## config.mk

```make
export PLATFORM = sky130hd
export DESIGN_NAME = irq_summary_ctrl
export DESIGN_NICKNAME = d
export VERILOG_FILES = /design/src/rtl/isc_pkg.sv /design/src/rtl/isc_level_sync.sv /design/src/rtl/isc_mask_bank.sv /design/src/rtl/isc_summary.sv /design/src/rtl/irq_summary_ctrl.sv
export SDC_FILE = /design/constraint.sdc
export NUM_CORES = 1
export LEC_CHECK = 0
export ABC_AREA = 1
export ABC_CLOCK_PERIOD_IN_PS = 1330
export BUFFER_PORTS_ARGS = -buffer_cell sky130_fd_sc_hd__buf_2
export CAP_MARGIN = 25
export CELL_PAD_IN_SITES_DETAIL_PLACEMENT = 1
export CELL_PAD_IN_SITES_GLOBAL_PLACEMENT = 1
export CORE_MARGIN = 2
export CORE_UTILIZATION = 39
export CTS_BUF_LIST = sky130_fd_sc_hd__clkbuf_4 sky130_fd_sc_hd__clkbuf_8 sky130_fd_sc_hd__clkbuf_16
export CTS_CLUSTER_DIAMETER = 60
export DETAILED_ROUTE_END_ITERATION = 8
export PLACE_DENSITY = 0.77
export SLEW_MARGIN = 25
export SYNTH_ARGS = -nofsm -noshare
export SYNTH_HDL_FRONTEND = slang
export SYNTH_SLANG_ARGS = --single-unit
```

## constraint.sdc

```tcl
create_clock -name clk -period 1.33 [get_ports clk]
set_input_delay 0.0665 -clock clk [delete_from_list [all_inputs] [get_ports clk]]
set_output_delay 0.0665 -clock clk [all_outputs]
set_load 0.01 [all_outputs]
```

## src/rtl/isc_pkg.sv

```systemverilog
package isc_pkg;

  localparam int BYTE_W = 8;
  localparam int SUM_W  = 16;

  typedef logic [SUM_W-1:0]  sum_t;
  typedef logic [BYTE_W-1:0] byte_t;

  typedef enum logic [1:0] {
    SEL_NONE = 2'd0,
    SEL_LO   = 2'd1,
    SEL_HI   = 2'd2
  } sel_e;

  // Source bits that are pending: level present and not disabled.
  function automatic sum_t pending_of(input sum_t lvl, input sum_t mask);
    return lvl & ~mask;
  endfunction

  // Byte lane picked for a read; no lane gives zero.
  function automatic byte_t byte_of(input sum_t v, input sel_e s);
    byte_t r;
    case (s)
      SEL_LO:  r = v[7:0];
      SEL_HI:  r = v[15:8];
      default: r = '0;
    endcase
    return r;
  endfunction

  // Mask after a byte write; positions without a source are forced to 0.
  function automatic sum_t load_byte(input sum_t old, input byte_t d,
                                     input sel_e s, input sum_t keep);
    sum_t n;
    n = old;
    case (s)
      SEL_LO:  n[7:0]  = d;
      SEL_HI:  n[15:8] = d;
      default: n = old;
    endcase
    return n & keep;
  endfunction

  // Vector with the low w bits set.
  function automatic sum_t low_ones(input int w);
    sum_t r;
    for (int i = 0; i < SUM_W; i++) r[i] = (i < w);
    return r;
  endfunction

endpackage

```

## src/rtl/isc_level_sync.sv

```systemverilog
module isc_level_sync #(
  parameter int WIDTH  = 11,
  parameter int STAGES = 2
) (
  input  logic             clk,
  input  logic             rst_n,
  input  logic [WIDTH-1:0] din,
  output logic [WIDTH-1:0] dout
);

  for (genvar b = 0; b < WIDTH; b++) begin : g_bit
    logic [STAGES-1:0] chain;
    always_ff @(posedge clk or negedge rst_n) begin
      if (!rst_n) chain <= '0;
      else        chain <= {chain[STAGES-2:0], din[b]};
    end
    assign dout[b] = chain[STAGES-1];
  end

endmodule

```

## src/rtl/isc_mask_bank.sv

```systemverilog
module isc_mask_bank
  import isc_pkg::*;
#(
  parameter int SRC_W = 11
) (
  input  logic  clk,
  input  logic  rst_n,
  input  sel_e  wr_sel,
  input  byte_t wdata,
  output sum_t  mask_ext
);

  localparam sum_t KEEP = low_ones(SRC_W);

  sum_t mask_r;
  sum_t mask_nxt;

  always_comb mask_nxt = load_byte(mask_r, wdata, wr_sel, KEEP);

  always_ff @(posedge clk or negedge rst_n) begin
    if (!rst_n) mask_r <= KEEP;
    else        mask_r <= mask_nxt;
  end

  assign mask_ext = mask_r;

endmodule

```

## src/rtl/isc_summary.sv

```systemverilog
module isc_summary
  import isc_pkg::*;
(
  input  logic  clk,
  input  logic  rst_n,
  input  sum_t  lvl_ext,
  input  sum_t  mask_ext,
  input  sel_e  rd_sel,
  output sum_t  pend,
  output byte_t rdata_q
);

  always_comb pend = pending_of(lvl_ext, mask_ext);

  always_ff @(posedge clk or negedge rst_n) begin
    if (!rst_n) rdata_q <= '0;
    else        rdata_q <= byte_of(pend, rd_sel);
  end

endmodule

```

## src/rtl/irq_summary_ctrl.sv

```systemverilog
module irq_summary_ctrl
  import isc_pkg::*;
#(
  parameter int          SRC_W       = 11,
  parameter int          ADDR_W      = 8,
  parameter int          SYNC_STAGES = 2,
  parameter logic [7:0]  LO_ADDR     = 8'h26,
  parameter logic [7:0]  HI_ADDR     = 8'h27
) (
  input  logic              clk,
  input  logic              rst_n,
  input  logic              wr_en,
  input  logic              rd_en,
  input  logic [ADDR_W-1:0] addr,
  input  logic [7:0]        wdata,
  input  logic [SRC_W-1:0]  src_lvl,
  output logic [7:0]        rdata,
  output logic              irq_o
);

  localparam logic [ADDR_W-1:0] LO_A = ADDR_W'(LO_ADDR);
  localparam logic [ADDR_W-1:0] HI_A = ADDR_W'(HI_ADDR);

  // Named internal events, also used by the checker.
  sel_e             addr_sel;
  sel_e             wr_sel;
  sel_e             rd_sel;
  logic [SRC_W-1:0] sync_lvl;
  sum_t             lvl_ext;
  sum_t             mask_ext;
  sum_t             pend;
  byte_t            rdata_q;
  logic             irq_q;

  always_comb begin
    if (addr == LO_A)      addr_sel = SEL_LO;
    else if (addr == HI_A) addr_sel = SEL_HI;
    else                   addr_sel = SEL_NONE;
    wr_sel = wr_en ? addr_sel : SEL_NONE;
    rd_sel = rd_en ? addr_sel : SEL_NONE;
  end

  isc_level_sync #(
    .WIDTH  (SRC_W),
    .STAGES (SYNC_STAGES)
  ) u_sync (
    .clk   (clk),
    .rst_n (rst_n),
    .din   (src_lvl),
    .dout  (sync_lvl)
  );

  assign lvl_ext = sum_t'(sync_lvl);

  isc_mask_bank #(
    .SRC_W (SRC_W)
  ) u_mask (
    .clk      (clk),
    .rst_n    (rst_n),
    .wr_sel   (wr_sel),
    .wdata    (wdata),
    .mask_ext (mask_ext)
  );

  isc_summary u_sum (
    .clk      (clk),
    .rst_n    (rst_n),
    .lvl_ext  (lvl_ext),
    .mask_ext (mask_ext),
    .rd_sel   (rd_sel),
    .pend     (pend),
    .rdata_q  (rdata_q)
  );

  always_ff @(posedge clk or negedge rst_n) begin
    if (!rst_n) irq_q <= 1'b0;
    else        irq_q <= |pend;
  end

  assign rdata = rdata_q;
  assign irq_o = irq_q;

endmodule

```

; ---- Word level (Yosys, flattened, before mapping)
; Cells that the tools add are included.
[op_classes]
n_eq_ne = 6
n_mux = 5
n_bitwise = 2
n_reduce_logical = 1
[ops]
columns = cell, n
row1 = $and 11x16->16, 1
row2 = $eq 8x6->1 const B, 2
row3 = $not 11->16, 1
row4 = $pmux 8 s2, 1
row5 = $reduce_or 16->1, 1
row6 = $mux 2, 4
row7 = $eq 2x1->1 const B, 2
row8 = $eq 2x2->1 const B, 2
[word_totals]
ff_bits = 42
out_inout_bits = 9
elab_cells = 29

; ---- Depth between registers and ports, before layout
; Gate-level depths: netlist (run 1).
[logic_depth]
ltp_word = 6
ltp_mapped = 7
ltp_nobuf = 6

; ---- Modules after synthesis
; Synthesis (run 1) repeated with hierarchy kept, for this count alone.
[hier_totals]
hier_cells = 213
area_unflattened_um2 = 1880.6
[by_module_without_submodules]
columns = module, instances, cells_each, area_per_inst_um2, seq_area_each_um2
row1 = isc_level_sync, 1, 33, 633.1, 550.5
row2 = isc_summary, 1, 87, 576.8, 200.2
row3 = isc_mask_bank, 1, 55, 504.2, 289.0
row4 = irq_summary_ctrl, 1, 38, 166.4, 25.0

; ---- Least setup slack after synthesis (run 1)
; No wires, ideal clock.
[synth_timing]
path_type = flip-flop to flip-flop
startpoint = reg u_mask.mask_r[3] (netlist: u_mask.mask_ext[3])
endpoint = reg irq_q (netlist: irq_o)
setup_time_ns = 0.130
arrival_time_ns = 0.837
path_slack_ns = 0.363
path_stages_with_launch = 6
n_path_buf = 0
synth_period_minus_slack_ns = 0.967
path_cell_list = dfstp_2 inv_1 nand2_1 nand2_1 nor3_1 nand3_1
[synth_via]
elab_chain_cells = 3
[synth_rtl]
columns = item, line
row1 = start: declaration, isc_mask_bank.sv:15  ; sum_t mask_r;
row2 = start signal: assignment, isc_mask_bank.sv:22  ; else mask_r <= mask_nxt;
row3 = $not 11->16, isc_pkg.sv:17  ; return lvl & ~mask;
row4 = $and 11x16->16, isc_pkg.sv:17
row5 = $reduce_or 16->1, irq_summary_ctrl.sv:77  ; else irq_q <= |pend;
row6 = end signal: assignment, irq_summary_ctrl.sv:77
row7 = end: declaration, irq_summary_ctrl.sv:33  ; logic irq_q;
; No other way between the ends.
; A chain may end at the register's enable or synchronous reset.

; ---- Final worst setup path (run 1)
[layout_timing]
startpoint = reg u_mask.mask_r[4] (netlist: u_mask.mask_ext[4])
endpoint = reg irq_q (netlist: irq_o)
; The elaborated chain is that of the path after synthesis.

==> results of run 1 <==
sequential cells by signal (all words and copies together), names as in the netlist:
name / count
irq_o: 1
u_mask.mask_ext: 11
u_sum.rdata_q: 8
u_sync.g_bit.chain: 22
Yosys cell counts:
library cell / number / area share
buf_2: 2 / 0.0067
dfstp_2: 11 / 0.19
dfrtp_1: 31 / 0.52
buf_4: 1 / 0.0050
nand4_1: 17 / 0.071
clkbuf_8: 1 / 0.0092
nor2_2: 1 / 0.0042
inv_1: 17 / 0.043
nand3_1: 4 / 0.013
nand2_1: 36 / 0.090
nor2_1: 14 / 0.035
nor3_1: 3 / 0.010
worst min-delay path by stage:
stage                   from                             endpoint  slack, ns  depth (start not counted)
CTS                 wdata[5]       u_mask.mask_ext[5]$_DFFE_PN1N_       0.01                          3
floorplan              rst_n                      irq_o$_DFF_PN0_      -0.23                          0
detailed placement     rst_n  u_sync.g_bit[10].chain[0]$_DFF_PN0_       0.04                          1
global placement       rst_n  u_sync.g_bit[10].chain[0]$_DFF_PN0_       0.02                          1
finish              wdata[3]       u_mask.mask_ext[3]$_DFFE_PN1N_       0.02                          3
global route        wdata[7]       u_mask.mask_ext[7]$_DFFE_PN1N_       0.02                          3
stage by stage:
step	utilization	total power, mW	hold slack, ns	worst slack, ns
6_report	0.539	2.36	0.0175	0.237
5_1_grt	0.539	2.47	0.0167	0.168
4_1_cts	0.539	2.37	0.0140	0.223
3_5_place_dp	0.479	1.54	0.0386	0.240
3_3_place_gp	0.479	1.52	0.0235	0.295
2_1_floorplan	-	1.43	-0.229	0.363
power groups by stage:
stage / clock network [mW] / logic, mW / registers (mW)
finish: 0.815 / 0.184 / 1.36
floorplan: 0 / 0.0574 / 1.37
global route: 0.893 / 0.208 / 1.36
global placement: 0 / 0.146 / 1.38
CTS: 0.829 / 0.186 / 1.36
detailed placement: 0 / 0.155 / 1.38
cell families after synthesis:
logic type	Yosys count	synth area share
buffers and inverters	21	0.0636
DFF	42	0.712
and+or+nand+nor	75	0.224
critical path, cell delays in order, from the launching register on:
cell and delay (ns):
dfstp_2 0.54, inv_1 0.04, nand2_1 0.09, nand2_1 0.08, nor3_1 0.14, nand3_1 0.09
metal layers:
layer,part of all wire,vias up,global-route usage
met5,0,-,0
met4,0.023,0,0.0677
met3,0.053,9,0.0613
met2,0.53,33,0.326
met1,0.39,564,0.203
li1,-,552,-
cell type report:
class / instances / area [sq um] / area share
clock buffers: 6 / 76.3 / 0.0387
clock inverters: 2 / 13.8 / 0.00697
inverters: 17 / 63.8 / 0.0323
multi-input cells: 75 / 335 / 0.170
flip-flops and latches: 42 / 1060 / 0.539
well taps: 48 / 60.1 / 0.0304
repair buffers: 55 / 360 / 0.183
==> impl_metrics.ini, run 1 <==
[run_status]
status = complete, no violations

[synth]
syn-cell-area_sq_um = 1500
yosysWarningCount = 0
synth.avg_cell_area_sq_um = 10.8
synth_nets = 169
ys_ff_latch = 42
seq_area_frac_synth = 0.712
synthDistinctLibCells = 12
syn_inst = 138

[drt]
routed-via-count = 1158
drc = 0
drtAntennaViolNets = 0
via_per_inst = 4.73
wl_per_cell_um = 14.2
drt_iter0_drc = 25
finalWirelength_um = 3470
first_pass_iters = 4

[sta]
fin_crit_sh = 0.822
maxSlewHeadroom = 0.651
hold_violations = 0
min_period_ns = 1.09
rsz0062_at_grt = false
fmax_mhz = 915
setup_violations = 0
setup_tns_ns = 0
slew_violations = 0
worst_slew_pin_slew_ns = 0.522
worst_clock_skew_ns = 0.0131

[grt]
grt_max_degree = 26
grt_overflow = 0
grt_usage = 0.184
antenna_found_initial = 0
grt_pass1_wl_um = 5790
grt_pass1_vias = 1272

[critical_path]
crit_start = u_mask.mask_ext[4]$_DFFE_PN1N_
r2r_start = u_mask.mask_ext[4]$_DFFE_PN1N_
crit_end = irq_o$_DFF_PN0_
path_max_fanout = 2
critPathCaptureType = register
r2r_slack_ns = 0.24
rr_endpoint = irq_o$_DFF_PN0_
rr_worst_depth = 5
cp.arrival_ns = 1.27
required_ns = 1.51
startpoint_type = register
critPathKind = reg2reg

[floorplan]
core_area_sq_um = 3660
start_util = 0.408
dieHeight_um = 65.9
rows = 22
io_pins = 40
fp.dieW_um = 65.9
die-area_sq_um = 4340

[cells_and_area]
layout.cells.most_common = buf_2
nFillCells = 418
most-common-layout-cells = buf_2, nand2_1, dfrtp_1, inv_1, nand4_1
antennaDiodeCount = 0
design_area_sq_um = 1970
final_nets = 227
stdcell_count = 245
drive_gt1_frac = 0.315
area_delta_synth_final_pct = 32.0

[placed_design]
dpl.cell_count = 224
dp_hpwl_um = 2380
io_buffers = 39
post_dp_cell_area_sq_um = 1750
gp_congestion = 0.770

[power_and_ir_drop]
power.internal_mw = 1.81
p_seq_frac = 0.576
p_sw_frac = 0.231
p_sw_mw = 0.545
p_leak_nw = 1.03
pwr-share-comb = 0.078
power-per-cell-area_nw_per_um2 = 1190
ir_drop_uv = 857
clkPwrFrac = 0.346

[cts]
post_cts_buffers = 0
cts_resized = 0
cts_made_buffers = 5
root_buffer = clkbuf_8
clk_path_buf_depth = 2
h-tree-depth = 2
cts_tree = built
worstSkewPairLatency_ns = 0.30
clock_sinks = 42
postCtsHoldBufs = 13
path_clk_slew_ns = 0.09

[hold_path]
min_path_type = in2reg

[job]
drv_cap = 0
Power figures use the tool's default switching activity.
==> run 2: changes to the inputs <==
--- a/config.mk
+++ b/config.mk
@@ -6,7 +6,7 @@
 export NUM_CORES = 1
 export LEC_CHECK = 0
 export ABC_AREA = 1
-export ABC_CLOCK_PERIOD_IN_PS = 1330
+export ABC_CLOCK_PERIOD_IN_PS = 1100
 export BUFFER_PORTS_ARGS = -buffer_cell sky130_fd_sc_hd__buf_2
 export CAP_MARGIN = 25
 export CELL_PAD_IN_SITES_DETAIL_PLACEMENT = 1
==> constraint.sdc (replaced) <==
create_clock -name clk -period 1.1 [get_ports clk]
set_input_delay 0.055 -clock clk [delete_from_list [all_inputs] [get_ports clk]]
set_output_delay 0.055 -clock clk [all_outputs]
set_load 0.01 [all_outputs]
==> run 2 against run 1 <==
  * The flow now finishes with violations (setup timing)
  * Combinational power rose by 41%
  * Maximum frequency decreased by 2.5%
  * Wire length is 13% higher
  * Worst setup slack got worse by 0.26 ns
  * Clock skew is 0.0042 ns lower
  * Largest power group unchanged
==> impl_metrics.ini, run 2 (synthesis gave the netlist of run 1 again) <==
[run_status]
status = finished, violations left
failed_checks = setup timing

[floorplan]
fp.dieW_um = 65.9
dieHeight_um = 65.9
io_pins = 40
die-area_sq_um = 4340
rows = 22
core_area_sq_um = 3660
start_util = 0.408

[grt]
grt_overflow = 0
grt_pass1_wl_um = 6480
grt_usage = 0.209
grt_pass1_vias = 1365
grt_max_degree = 43
antenna_found_initial = 0

[power_and_ir_drop]
ir_drop_uv = 790
p_leak_nw = 1.10
power-per-cell-area_nw_per_um2 = 1500

[cells_and_area]
antennaDiodeCount = 0
nFillCells = 408
register_area_sq_um = 1060
largest_register = u_sync.g_bit.chain
final_nets = 238
drive_gt1_frac = 0.351
layout.cells.most_common = buf_2
largest_reg_flops = 22
most-common-layout-cells = buf_2, nand2_1, dfrtp_1, dlygate4sd3_1, nand4_1
area_delta_synth_final_pct = 41.9
multi_input_area_sq_um = 353
post-route-util = 0.580

[drt]
drtAntennaViolNets = 0
routed-via-count = 1255
wl_per_cell_um = 15.4
via_per_inst = 4.90
first_pass_iters = 4
drc = 0
finalWirelength_um = 3930
drt_iter0_drc = 47

[critical_path]
critPathCaptureType = register
crit_path_frequent_cell = nand2_2
critPathSlowestCell = dfstp_2
critPathKind = reg2reg
worstPathCellList = inv_2 -> nand2_2 -> nand2_2 -> nor3_2 -> nand3_1
cp.arrival_ns = 1.29
required_ns = 1.27
startpoint_type = register
slowest_delay_ns = 0.55
path_max_fanout = 2

[placed_design]
gp_congestion = 0.746
io_buffers = 39
dp_hpwl_um = 2390

[sta]
fmax_mhz = 892
maxSlewHeadroom = 0.762
rsz0062_at_grt = true
fin_ws_ns = -0.0212
setup_violations = 1
min_period_ns = 1.12
worst_slew_pin_slew_ns = 0.356
hold_violations = 0
worst_clock_skew_ns = 0.00897
slew_violations = 0
holdWs_ns = 0.0890
fin_crit_sh = 1.02
setup_tns_ns = -0.0212

[cts]
path_clk_slew_ns = 0.08
clock_sinks = 42
worstSkewPairLatency_ns = 0.30
cts_made_buffers = 5
h-tree-depth = 2
clk_path_buf_depth = 2
cts_tree = built
root_buffer = clkbuf_8

[job]
drv_cap = 0

[hold_path]
min_path_type = in2reg
==> run 2: worst max-delay path: cells and delay by family (launching register included) <==
kind,cells,cell delay (ns)
DFF,1,0.55
buffers and inverters,1,0.04
and+or+nand+nor,4,0.40
==> run 2: metrics by stage <==
step	power, mW	cells	area, sq um	setup slack [ns]
2_1_floorplan	1.73	138	1500	0.133
3_3_place_gp	1.85	227	1780	0.0362
3_5_place_dp	1.86	227	1780	0.0234
4_1_cts	3.19	255	2100	0.0120
5_1_grt	3.31	256	2120	-0.0715
6_report	3.19	256	2120	-0.0212
==> run 2: repair_timing <==
action                                 CTS  global route
hold buffers                            20             0
buffers inserted                         0             1
pin swaps                                0             2
endpoints found under the hold margin   61             0
gates resized for setup                  1             6
setup endpoints to repair                1             1
==> run 2: where the power goes <==
group	leakage, nW	switching (mW)	internal (mW)
registers	0.491	0.0246	1.62
logic	0.544	0.135	0.125
clock network	0.0619	0.520	0.765
total	1.10	0.680	2.51
==> run 2: worst paths after layout <==
check                                              startpoint                                 end  slack (ns)  cells after the start
max                            u_mask.mask_ext[4]$_DFFE_PN1N_                     irq_o$_DFF_PN0_       -0.02                      5
min                                                     rd_en          u_sum.rdata_q[1]$_DFF_PN0_        0.09                      3
max reg2reg                    u_mask.mask_ext[4]$_DFFE_PN1N_                     irq_o$_DFF_PN0_       -0.02                      5
min reg2reg                u_sync.g_bit[6].chain[0]$_DFF_PN0_  u_sync.g_bit[6].chain[1]$_DFF_PN0_        0.35                      0
max in group asynchronous                               rst_n      u_mask.mask_ext[6]$_DFFE_PN1N_        0.59                      3
min in group asynchronous                               rst_n  u_sync.g_bit[5].chain[0]$_DFF_PN0_        0.24                      3
==> run 2: cell type report <==
type                            instances  area share
Tap cell                               48      0.0283
Clock inverter                          1      0.0142
Timing Repair Buffer                   66       0.217
Inverter                               17      0.0301
Sequential cell                        42       0.502
Clock buffer                            7      0.0425
Multi-Input combinational cell         75       0.166
==> run 2: routing by layer <==
metal | GRT usage | vias to the layer above | part of all wire
li1 | - | 575 | -
met3 | 0.0579 | 9 | 0.052
met5 | 0 | - | 0
met1 | 0.216 | 632 | 0.38
met4 | 0.0885 | 0 | 0.021
met2 | 0.390 | 39 | 0.55
==> run 3: changes to the inputs <==
--- a/config.mk
+++ b/config.mk
@@ -5,18 +5,17 @@
 export SDC_FILE = /design/constraint.sdc
 export NUM_CORES = 1
 export LEC_CHECK = 0
-export ABC_AREA = 1
-export ABC_CLOCK_PERIOD_IN_PS = 1100
+export ABC_CLOCK_PERIOD_IN_PS = 1000
 export BUFFER_PORTS_ARGS = -buffer_cell sky130_fd_sc_hd__buf_2
 export CAP_MARGIN = 25
 export CELL_PAD_IN_SITES_DETAIL_PLACEMENT = 1
 export CELL_PAD_IN_SITES_GLOBAL_PLACEMENT = 1
 export CORE_MARGIN = 2
-export CORE_UTILIZATION = 39
+export CORE_UTILIZATION = 36
 export CTS_BUF_LIST = sky130_fd_sc_hd__clkbuf_4 sky130_fd_sc_hd__clkbuf_8 sky130_fd_sc_hd__clkbuf_16
 export CTS_CLUSTER_DIAMETER = 60
 export DETAILED_ROUTE_END_ITERATION = 8
-export PLACE_DENSITY = 0.77
+export PLACE_DENSITY = 0.72
 export SLEW_MARGIN = 25
 export SYNTH_ARGS = -nofsm -noshare
 export SYNTH_HDL_FRONTEND = slang
==> constraint.sdc (replaced) <==
create_clock -name clk -period 1 [get_ports clk]
set_input_delay 0.05 -clock clk [delete_from_list [all_inputs] [get_ports clk]]
set_output_delay 0.05 -clock clk [all_outputs]
set_load 0.01 [all_outputs]
==> run 3 against run 2 <==
  * The flow still finishes with violations (setup timing)
  * Final area shrank 4.3%
  * Clock power down 13%
  * Synthesized cell count shrank 38%
  * Sequential cell count stayed put
  * Sequential share of layout area increased by 2.3 points
  * Total power decreased by 0.20%
  * Global-route usage shrank 6.1 points
  * Clock skew up 0.0011 ns
  * Worst hold slack worse by 0.078 ns
  * Synthesized area decreased by 5.3%
==> impl_metrics.ini, run 3 <==
[critical_path]
required_ns = 1.17
critPathKind = reg2reg
startpoint_type = register
cp.arrival_ns = 1.26
path_max_fanout = 2
critPathCaptureType = register

[cts]
h-tree-depth = 2
cts_tree = built
clock_sinks = 42
path_clk_slew_ns = 0.08
worstSkewPairLatency_ns = 0.29
root_buffer = clkbuf_8
cts_made_buffers = 5
clk_path_buf_depth = 2

[drt]
drt_iter0_drc = 35
wl_per_cell_um = 13.9
via_per_inst = 4.41
drtAntennaViolNets = 0
drc = 0
finalWirelength_um = 2840
first_pass_iters = 3
routed-via-count = 904

[sta]
slew_violations = 0
fin_crit_sh = 1.09
worst_slew_pin_slew_ns = 0.237
holdWs_ns = 0.0111
rsz0062_at_grt = true
maxSlewHeadroom = 0.841
worst_clock_skew_ns = 0.0101
fmax_mhz = 919
fin_ws_ns = -0.0881
min_period_ns = 1.09
setup_violations = 2
hold_violations = 0

[grt]
antenna_found_initial = 0
grt_usage = 0.148
grt_pass1_vias = 1001
grt_pass1_wl_um = 4580
grt_overflow = 0
grt_max_degree = 43

[cells_and_area]
largest_reg_flops = 22
final_nets = 187
antennaDiodeCount = 0
area_delta_synth_final_pct = 43.4
largest_register = u_sync.g_bit.chain
post-route-util = 0.546
drive_gt1_frac = 0.541
nFillCells = 391
layout.cells.most_common = buf_2
register_area_sq_um = 1060
most-common-layout-cells = buf_2, dfrtp_1, dlygate4sd3_1, nor2b_1, dfstp_2
multi_input_area_sq_um = 383
stdcell_count = 205
design_area_sq_um = 2030

[run_status]
status = finished, violations left
failed_checks = setup timing

[floorplan]
rows = 22
core_area_sq_um = 3720
dieHeight_um = 66.7
io_pins = 40
die-area_sq_um = 4450
fp.dieW_um = 66.7
start_util = 0.381

[power_and_ir_drop]
p_leak_nw = 0.960
power-per-cell-area_nw_per_um2 = 1570
ir_drop_uv = 904

[synth]
synth.avg_cell_area_sq_um = 16.5
ys_async_sr_fraction = 1.00
synthTopCellsByCount = dfrtp_1, nor2b_1, dfstp_2, mux2_2
yosysWarningCount = 0
seq_area_frac_synth = 0.752
synth_ff_type = dfrtp_1
synthDistinctLibCells = 16
synth_top_area_frac = 0.548
synth_most_common_cell = dfrtp_1
synth_nets = 117
synth_edf_count = 0
synth_top_cell_by_area = dfrtp_1
ys_ff_latch = 42
syn_inst = 86
yosys-top-cells-area = dfrtp_1, dfstp_2, mux2_2
syn-cell-area_sq_um = 1420

[placed_design]
dpl.cell_count = 180
gp_congestion = 0.840
post-place-ws_ns = -0.202
post_dp_cell_area_sq_um = 1740
io_buffers = 39

[job]
drv_cap = 0

[hold_path]
min_path_type = in2reg
run 3: worst max-delay path, stage by stage, from the launching register on:
cell and delay (ns):
dfstp_2 0.54, nor2b_2 0.05, nor4_2 0.28, nand3_1 0.10
run 3: layer usage:
| layer | vias to the layer above | track usage | wire, um |
|---|---|---|---|
| met1 | 438 | 0.155 | 1110 |
| li1 | 432 | - | - |
| met4 | 0 | 0.0816 | 27 |
| met2 | 32 | 0.265 | 1540 |
| met3 | 2 | 0.0405 | 170 |
| met5 | - | 0 | 0 |
run 3: final timing paths:
check                                                       to  slack (ns)                                 from  depth (start not counted)
setup / recovery                               irq_o$_DFF_PN0_       -0.09       u_mask.mask_ext[1]$_DFFE_PN1N_                          3
hold / removal                 u_mask.mask_ext[10]$_DFFE_PN1N_        0.01                             wdata[2]                          2
setup reg to reg                               irq_o$_DFF_PN0_       -0.09       u_mask.mask_ext[1]$_DFFE_PN1N_                          3
hold reg to reg            u_sync.g_bit[10].chain[1]$_DFF_PN0_        0.35  u_sync.g_bit[10].chain[0]$_DFF_PN0_                          0
max in group asynchronous       u_mask.mask_ext[2]$_DFFE_PN1N_        0.47                                rst_n                          3
min in group asynchronous           u_sum.rdata_q[0]$_DFF_PN0_        0.25                                rst_n                          3
run 3: metrics by stage:
step | setup TNS (ns) | total power, mW
final | -0.108 | 3.18
after global routing | -0.233 | 3.34
after CTS | -0.138 | 3.22
after detailed placement | -2.48 | 2.03
after global placement | -2.04 | 2.02
after floorplan | -0.0309 | 1.89
run 3: repair_timing:
| item | CTS | global route |
|---|---|---|
| setup endpoints to repair | 2 | 3 |
| setup buffers | 1 | 0 |
| gates cloned | 0 | 0 |
| pin swaps | 5 | 4 |
| hold endpoints to repair | 57 | 0 |
| resized for setup | 6 | 1 |
| hold buffers | 16 | 0 |
run 3: power by group:
part / internal [mW] / leakage (nW) / switching, mW / total, mW
Combinational: 0.150 / 0.417 / 0.108 / 0.258
Clock: 0.584 / 0.0517 / 0.534 / 1.12
Sequential: 1.78 / 0.491 / 0.0246 / 1.81
run 3: cells by family after synthesis:
logic type / after synthesis / share of synthesized area
compound gates: 3 / 0.0159
flops: 42 / 0.752
mux: 11 / 0.0875
simple gates: 30 / 0.145
run 3: final cells by class:
cell class / instances / area share
sequential: 42 / 0.524
clock inverter: 1 / 0.00246
tap: 48 / 0.0296
multi-input combinational: 44 / 0.189
timing repair buffer: 63 / 0.211
clock buffer: 7 / 0.0444
